<file path="config.mk">
export PLATFORM = sky130hd
export DESIGN_NAME = chop_combiner
export DESIGN_NICKNAME = d
export VERILOG_FILES = /design/src/rtl/chop_pkg.sv /design/src/rtl/chop_cfg_reg.sv /design/src/rtl/chop_track.sv /design/src/rtl/chop_combine.sv /design/src/rtl/chop_combiner.sv
export SDC_FILE = /design/constraint.sdc
export NUM_CORES = 1
export LEC_CHECK = 0
export BUFFER_PORTS_ARGS = -buffer_cell sky130_fd_sc_hd__buf_4
export CAP_MARGIN = 20
export CORE_MARGIN = 2
export CORE_UTILIZATION = 40
export DETAILED_ROUTE_END_ITERATION = 6
export PLACE_DENSITY = 0.68
export SETUP_SLACK_MARGIN = 0.3
export SLEW_MARGIN = 20
export SYNTH_ARGS = -nofsm -noshare
export SYNTH_HDL_FRONTEND = slang
export SYNTH_SLANG_ARGS = --single-unit
</file>
<file path="constraint.sdc">
create_clock -name clk -period 6.6 [get_ports clk]
set_input_delay 0.33 -clock clk [delete_from_list [all_inputs] [get_ports clk]]
set_output_delay 0.33 -clock clk [all_outputs]
set_load 0.02 [all_outputs]
</file>
<file path="src/rtl/chop_pkg.sv">
package chop_pkg;
  typedef enum logic {SLOT_POS = 1'b0, SLOT_NEG = 1'b1} slot_e;
endpackage

</file>
<file path="src/rtl/chop_cfg_reg.sv">
module chop_cfg_reg #(
  parameter int CHW      = 4,
  parameter int SPW      = 5,
  parameter int RATE_BIT = 0
) (
  input  logic           clk,
  input  logic           rst,
  input  logic           cfg_strobe,
  input  logic [CHW-1:0] cfg_chan,
  input  logic [SPW-1:0] cfg_speed,
  output logic           act_2x,
  output logic           new_2x,
  output logic           chan_diff,
  output logic           any_diff
);
  logic [CHW-1:0] act_chan;
  logic [SPW-1:0] act_speed;

  always_ff @(posedge clk) begin
    if (rst) begin
      act_chan  <= '0;
      act_speed <= '0;
    end else if (cfg_strobe) begin
      act_chan  <= cfg_chan;
      act_speed <= cfg_speed;
    end
  end

  always_comb begin
    act_2x    = act_speed[RATE_BIT];
    new_2x    = cfg_speed[RATE_BIT];
    chan_diff = cfg_strobe && (cfg_chan != act_chan);
    any_diff  = cfg_strobe && ((cfg_chan != act_chan) || (cfg_speed != act_speed));
  end
endmodule

</file>
<file path="src/rtl/chop_track.sv">
module chop_track
  import chop_pkg::*;
#(
  parameter int DW = 24
) (
  input  logic                 clk,
  input  logic                 rst,
  input  logic                 raw_vld,
  input  logic signed [DW-1:0] raw_data,
  input  logic                 restart,
  input  logic                 chan_diff,
  output logic signed [DW-1:0] prev,
  output slot_e                slot,
  output logic                 have_hist,
  output logic                 stale
);
  always_ff @(posedge clk) begin
    if (rst) begin
      prev      <= '0;
      slot      <= SLOT_POS;
      have_hist <= 1'b0;
      stale     <= 1'b0;
    end else begin
      if (raw_vld) begin
        prev      <= raw_data;
        have_hist <= 1'b1;
      end
      if (restart)
        slot <= SLOT_POS;
      else if (raw_vld)
        slot <= (slot == SLOT_POS) ? SLOT_NEG : SLOT_POS;
      if (chan_diff)
        stale <= 1'b1;
      else if (raw_vld)
        stale <= 1'b0;
    end
  end
endmodule

</file>
<file path="src/rtl/chop_combine.sv">
module chop_combine
  import chop_pkg::*;
#(
  parameter int DW = 24
) (
  input  logic signed [DW-1:0] cur,
  input  logic signed [DW-1:0] prev,
  input  slot_e                cur_slot,
  output logic signed [DW-1:0] result
);
  localparam int SW = DW + 1;
  logic signed [SW-1:0] pos_x, neg_x, diff;

  always_comb begin
    if (cur_slot == SLOT_POS) begin
      pos_x = {cur[DW-1], cur};
      neg_x = {prev[DW-1], prev};
    end else begin
      pos_x = {prev[DW-1], prev};
      neg_x = {cur[DW-1], cur};
    end
    diff   = pos_x - neg_x;
    result = diff[SW-1:1];
  end
endmodule

</file>
<file path="src/rtl/chop_combiner.sv">
module chop_combiner
  import chop_pkg::*;
#(
  parameter int DW       = 24,
  parameter int CHW      = 4,
  parameter int SPW      = 5,
  parameter int RATE_BIT = 0
) (
  input  logic                 clk,
  input  logic                 rst,
  input  logic                 raw_vld,
  input  logic signed [DW-1:0] raw_data,
  input  logic                 cfg_strobe,
  input  logic [CHW-1:0]       cfg_chan,
  input  logic [SPW-1:0]       cfg_speed,
  output logic signed [DW-1:0] res_data,
  output logic                 res_vld,
  output logic                 res_bad,
  output logic                 mux_req
);
  logic                 act_2x, new_2x, chan_diff, any_diff, restart;
  logic signed [DW-1:0] prev, comb;
  slot_e                slot;
  logic                 have_hist, stale, emit;

  chop_cfg_reg #(.CHW(CHW), .SPW(SPW), .RATE_BIT(RATE_BIT)) u_cfg (
    .clk(clk), .rst(rst), .cfg_strobe(cfg_strobe), .cfg_chan(cfg_chan),
    .cfg_speed(cfg_speed), .act_2x(act_2x), .new_2x(new_2x),
    .chan_diff(chan_diff), .any_diff(any_diff)
  );

  assign restart = any_diff && !new_2x;

  chop_track #(.DW(DW)) u_track (
    .clk(clk), .rst(rst), .raw_vld(raw_vld), .raw_data(raw_data),
    .restart(restart), .chan_diff(chan_diff), .prev(prev), .slot(slot),
    .have_hist(have_hist), .stale(stale)
  );

  chop_combine #(.DW(DW)) u_comb (
    .cur(raw_data), .prev(prev), .cur_slot(slot), .result(comb)
  );

  assign emit = raw_vld && (act_2x || (slot == SLOT_NEG));

  always_ff @(posedge clk) begin
    if (rst) begin
      res_data <= '0;
      res_vld  <= 1'b0;
      res_bad  <= 1'b0;
      mux_req  <= 1'b0;
    end else begin
      res_vld <= emit;
      res_bad <= emit && act_2x && (!have_hist || stale);
      if (emit)
        res_data <= comb;
      mux_req <= (raw_vld && act_2x) || (chan_diff && !new_2x);
    end
  end
endmodule

</file>
==> results of run 1 <==
==> report_power, final <==
group,total [mW],switching (mW),internal [mW]
clock,0.508,0.170,0.337
sequential,0.433,0.0234,0.410
combinational,0.454,0.267,0.187
==> state kept, by name (all words and copies together) (netlist names) <==
signal / cells
mux_req: 1
res_bad: 1
res_data: 24
res_vld: 1
u_cfg.act_chan: 4
u_cfg.act_speed: 5
u_track.have_hist: 1
u_track.prev: 24
u_track.slot: 1
u_track.stale: 1
==> stage by stage <==
step | setup slack, ps | area, um2 | utilization, %
2_1_floorplan | 3550 | 4500 | -
4_1_cts | 3090 | 5270 | 48.2
3_5_place_dp | 3100 | 4960 | 45.3
5_1_grt | 2870 | 5270 | 48.2
3_3_place_gp | 3190 | 4960 | 45.3
6_report | 3080 | 5270 | 48.2
==> worst paths after layout <==
check	slack, ps	from	depth (start not counted)	to
worst min-delay path	250	raw_data[18]	3	u_track.prev[18]
worst min register to register	450	res_data[4]	2	res_data[4]
worst max-delay path	3080	u_track.slot	9	res_data[14]
worst max register to register	3080	u_track.slot	9	res_data[14]
==> metal layers <==
layer | part of all wire (%) | GRT usage [%] | vias to the layer above | wire length (um)
li1 | - | - | 1995 | -
met1 | 45 | 24.0 | 1873 | 5040
met2 | 47 | 32.7 | 119 | 5290
met3 | 5.3 | 4.35 | 25 | 590
met4 | 2.5 | 7.95 | 0 | 281
met5 | 0 | 0 | - | 0
==> worst max-delay path, cell delays in order, from the launching register on <==
cell	delay, ps
dfxtp_2	630
buf_4	520
mux2_2	400
ha_1	470
a211oi_1	130
a211o_1	350
or2_0	210
a21oi_1	260
o21ai_0	140
a32o_1	270
==> logic make-up after synthesis <==
kind of cell	after synthesis	synth area share [%]
buffers and inverters	47	5.58
AOI/OAI and AO/OA	122	19.4
DFF	63	28.0
xor gates and xnor gates	17	3.47
muxes	79	18.1
adders and majority gates	23	6.56
and+or+nand+nor	174	18.8
==> cell type report <==
type	count	area [um2]
Fill cell	1075	5660
Multi-Input combinational cell	415	2990
Sequential cell	63	1260
Timing Repair Buffer	65	488
Clock buffer	11	243
Tap cell	140	175
Clock inverter	4	70.1
Inverter	11	41.3
==> cells in the final DEF, fill, tap and decap left out, drive strengths merged, types with 16 or more instances in the layout <==
| master | Yosys | layout |
|---|---|---|
| mux2i | 58 | 58 |
| a21oi | 37 | 37 |
| mux2 | 21 | 21 |
| ha | 22 | 22 |
| dfxtp | 63 | 63 |
| nor3 | 16 | 16 |
| buf | 25 | 65 |
| o21ai | 23 | 23 |
| nand2 | 35 | 35 |
| nor2 | 62 | 62 |
| nand3 | 19 | 19 |
==> results.md, run 1 <==
- TNS Setup: 0 ps
- Vias in the first global route: 3895
- Crit. End Element: flop
- Hold buffers post-CTS: 0
- WL final: 11200 um
- # clock sinks: 63
- Cell Rows: 38
- Synth Instances: 525
- Mapped cell area: 0.00450 mm2
- Placed cell count: 694
- Fin. Hold Viols: 0
- Clk_skew: 6.25 ps
- Clock-pin slew on the worst setup and hold paths: 50 ps
- Syn Nets: 585
- Most frequent cell after synthesis: dfxtp_1
- Final cycle utilization of the critical path: 53.3%
- Main flop type after synthesis: dfxtp_1
- Total congestion overflow: 0
- Clk_lat worst skew: 330 ps
- Area grow syn2layout: 17.0%
- Fmax: 284 MHz
- Post-cts sizing count: 0
- Rel. slew slack: 55.7%
- Leakage Power: 2.15 nW
- EDFF count, synth: 0
- Top cells by count, synth: dfxtp_1 (63), nor2_1 (62), mux2i_1 (58), a21oi_1 (36), nand2_1 (35)
- Via count: 4012
- First DRT Iteration DRCs: 259
- Die footprint: 0.0121 mm2
- Htree depth: 3
- Min-Delay Path Class: in -> reg
- Layout cells sized above 1: 21.3%
- Largest net degree at the start of global routing: 54
- Power Total: 1.39 mW
- Peak supply drop: 0.216 mV
- Register area share after synthesis: 28.0%
- Crit path DAT: 3750 ps
- Final Instance Count excl. Fillers: 709
- Yosys top cell area share: 28.0%
- Placer Congestion: 0.913
- Core Area: 0.0109 mm2
- # diodes: 0
- Final min period: 3520 ps
- Max Cap Violations: 0
- Die Width: 110 um
- Critical path type: reg -> reg
- Worst Path Required: 6830 ps
- PortBufs: 63
- Ys async rst share: 0%
- Post-synthesis cell type count: 70
- Initial Utilization: 41.2%
- Average size of a mapped cell: 8.58 um2
- Drt first pass iters: 5
- Die Y: 110 um
- CTS Buffer Depth: 2
- Initial antenna violation count: 0
- Power density over cell area: 265 mW/mm2
- Dpl hpwl: 8320 um
- Worst slew pin tran: 662 ps
- Post-synthesis register bit count: 63
- Synth warnings: 0
- Top Ports: 64
- # setup viols final: 0
- Post-route ant nets: 0
- Hold slack final: 249 ps
- First-pass GRT wire length: 18500 um
- Post-CTS Setup Inserts: 0
- Root buffer cell: clkbuf_16
- Vias per cell: 5.66
- Dominant cell type by area after synthesis: dfxtp_1
- RSZ-0062 raised after global routing: false
- CTS tree: built
- Status: finished, final reports clean
- Routed WL per cell: 15.8 um
- GRT Overall Usage: 19.4%
- NumNets Final: 625
- Startpoint Class: flop
- Inserted Clock Buffers: 9
- Critical path peak fanout: 37
- Remaining DRCs: 0
- Pins Over Slew Limit: 0
- Top post-synthesis cells by area: dfxtp_1 (28%), mux2i_1 (13%), ha_1 (6.1%), mux2_2 (5.3%), nor2_1 (5.2%)
No activity file was read; power rests on OpenSTA's default activity.
==> run 2, diff against run 1 <==
--- a/config.mk
+++ b/config.mk
@@ -10,7 +10,7 @@
 export CORE_MARGIN = 2
 export CORE_UTILIZATION = 40
 export DETAILED_ROUTE_END_ITERATION = 6
-export PLACE_DENSITY = 0.68
+export PLACE_DENSITY = 0.7
 export SETUP_SLACK_MARGIN = 0.3
 export SLEW_MARGIN = 20
 export SYNTH_ARGS = -nofsm -noshare
==> constraint.sdc (replaced) <==
create_clock -name clk -period 2.91 [get_ports clk]
set_input_delay 0.1455 -clock clk [delete_from_list [all_inputs] [get_ports clk]]
set_output_delay 0.1455 -clock clk [all_outputs]
set_load 0.02 [all_outputs]
==> run 2 against run 1 <==
Compared with the run above: sequential share of layout area is 3.1 points lower; flip-flop and latch count stayed put; critical path type unchanged; worst setup slack worse by 2800 ps; non-clock buffer count is 39 higher; fmax is 32% higher; critical endpoint is now res_data[21]; worst hold slack worse by 200 ps; combinational power grew to 3.0 times the previous value; sequential power is 130% higher; highest routed layer unchanged; clock power is 120% higher; first-iteration DRC count stayed put.
==> results.md, run 2 (synthesis results as in run 1) <==
- Status: finished, final reports clean
- First DRT Iteration DRCs: 259
- Most used cell, CP: buf_4
- Inserted Clock Buffers: 9
- First-pass GRT wire length: 20000 um
- Total congestion overflow: 0
- Drt first pass iters: 5
- Crit. End Element: flop
- Worst stage delay on the critical path: 390 ps
- Commonest non-fill, non-tap cells in the layout: buf_4 (97), dfxtp_1 (62), nor2_1 (60)
- Critical path's top delay family: compound AO/OA/AOI/OAI gates
- CTS Buffer Depth: 2
- Worst Path Required: 3170 ps
- Initial Utilization: 41.2%
- Htree depth: 3
- Max Cap Violations: 0
- RSZ-0062 raised after global routing: true
- Initial antenna violation count: 0
- Dpl hpwl: 8550 um
- Min-Delay Path Class: in -> reg
- NumNets Final: 664
- Most common cell after layout, fill and taps aside: buf_4
- Crit path DAT: 2930 ps
- TNS Setup: 0 ps
- Die Width: 110 um
- Critical path type: reg -> reg
- Crit-path cells: buf_4, buf_16, mux2_2, ha_4, nand4_1, o211ai_2, buf_4, o2111ai_2, and4_4, o31ai_2
- # setup viols final: 0
- Routed WL per cell: 16.7 um
- GRT Overall Usage: 21.3%
- Remaining DRCs: 0
- Critical path peak fanout: 7
- CTS tree: built
- Post-route ant nets: 0
- Largest regs: res_data (24), u_track.prev (24), u_cfg.act_speed (5)
- Cell Rows: 38
- Fin. Hold Viols: 0
- Peak supply drop: 0.313 mV
- Die footprint: 0.0121 mm2
- Worst slew pin tran: 821 ps
- Buf/Inv on CP: 3
- Placer Congestion: 0.956
- Rel. slew slack: 44.9%
- Vias per cell: 5.69
- Die Y: 110 um
- Final cycle utilization of the critical path: 91.6%
- WL final: 12500 um
- Leakage Power: 2.42 nW
- Final min period: 2660 ps
- Largest net degree at the start of global routing: 54
- # clock sinks: 63
- Top Ports: 64
- Final Instance Count excl. Fillers: 748
- PortBufs: 63
- Fmax: 375 MHz
- Vias in the first global route: 4131
- Clock-pin slew on the worst setup and hold paths: 60 ps
- Via count: 4253
- # diodes: 0
- Startpoint Class: flop
- Root buffer cell: clkbuf_16
- Layout cells sized above 1: 35.4%
- Placed cell count: 711
- Area grow syn2layout: 35.0%
- Clk_lat worst skew: 350 ps
- Core Area: 0.0109 mm2
- Pins Over Slew Limit: 0
- Power density over cell area: 569 mW/mm2
- Critical-path top delay cell: dfxtp_4
- Clk_skew: 8.85 ps
[run 2: final cells by class]
| class | count | area (um2) |
|---|---|---|
| Clock buffer | 12 | 256 |
| Clock inverter | 3 | 42.5 |
| Fill cell | 975 | 4850 |
| Inverter | 11 | 41.3 |
| Multi-Input combinational cell | 415 | 3410 |
| Sequential cell | 63 | 1260 |
| Tap cell | 140 | 175 |
| Timing Repair Buffer | 104 | 892 |
[run 2: power breakdown]
| part | total (mW) | internal, mW | leakage, nW | switching (mW) |
|---|---|---|---|---|
| clock | 1.11 | 0.703 | 0.145 | 0.405 |
| sequential | 0.977 | 0.929 | 0.518 | 0.0476 |
| combinational | 1.37 | 0.645 | 1.75 | 0.727 |
| total | 3.46 | 2.28 | 2.42 | 1.18 |
[run 2: through the flow]
step | total power, mW | area [um2] | hold WS, ps | worst slack [ps] | util [%]
floorplan | 1.82 | 4660 | 293 | 260 | -
global placement | 2.10 | 5210 | 399 | 182 | 47.7
detailed placement | 2.12 | 5210 | 407 | 125 | 47.7
CTS | 3.35 | 5810 | 49.5 | 282 | 53.2
global route | 3.63 | 6080 | 64.8 | 182 | 55.6
finish | 3.46 | 6080 | 52.3 | 245 | 55.6
[run 2: tightest hold or removal path: stages]
cell and delay [ps]:
buf_4 90, mux2i_1 60, nor2_1 70
[run 2: routing by layer]
metal	track usage (%)	share of wire [%]	vias up	routed length (um)
met1	27.8	46	2023	5750
met2	34.3	47	129	5820
met5	0	0	-	0
li1	-	-	2080	-
met3	4.64	5.4	21	675
met4	7.86	1.7	0	216
[run 2: timing repair]
item	in CTS	in global routing
setup endpoints to repair	10	15
cloned	3	1
hold endpoints to repair	0	0
pin swaps	15	18
gates resized for setup	31	43
buffers inserted	11	7
hold buffers	0	0
[run 2: worst paths after layout]
check                           cells after the start          from               end  slack, ps
worst max-delay path                               10  u_track.slot      res_data[21]        250
worst min-delay path                                3  raw_data[17]  u_track.prev[17]         50
worst max register to register                     10  u_track.slot      res_data[21]        250
worst min register to register                      2   res_data[2]       res_data[2]        450
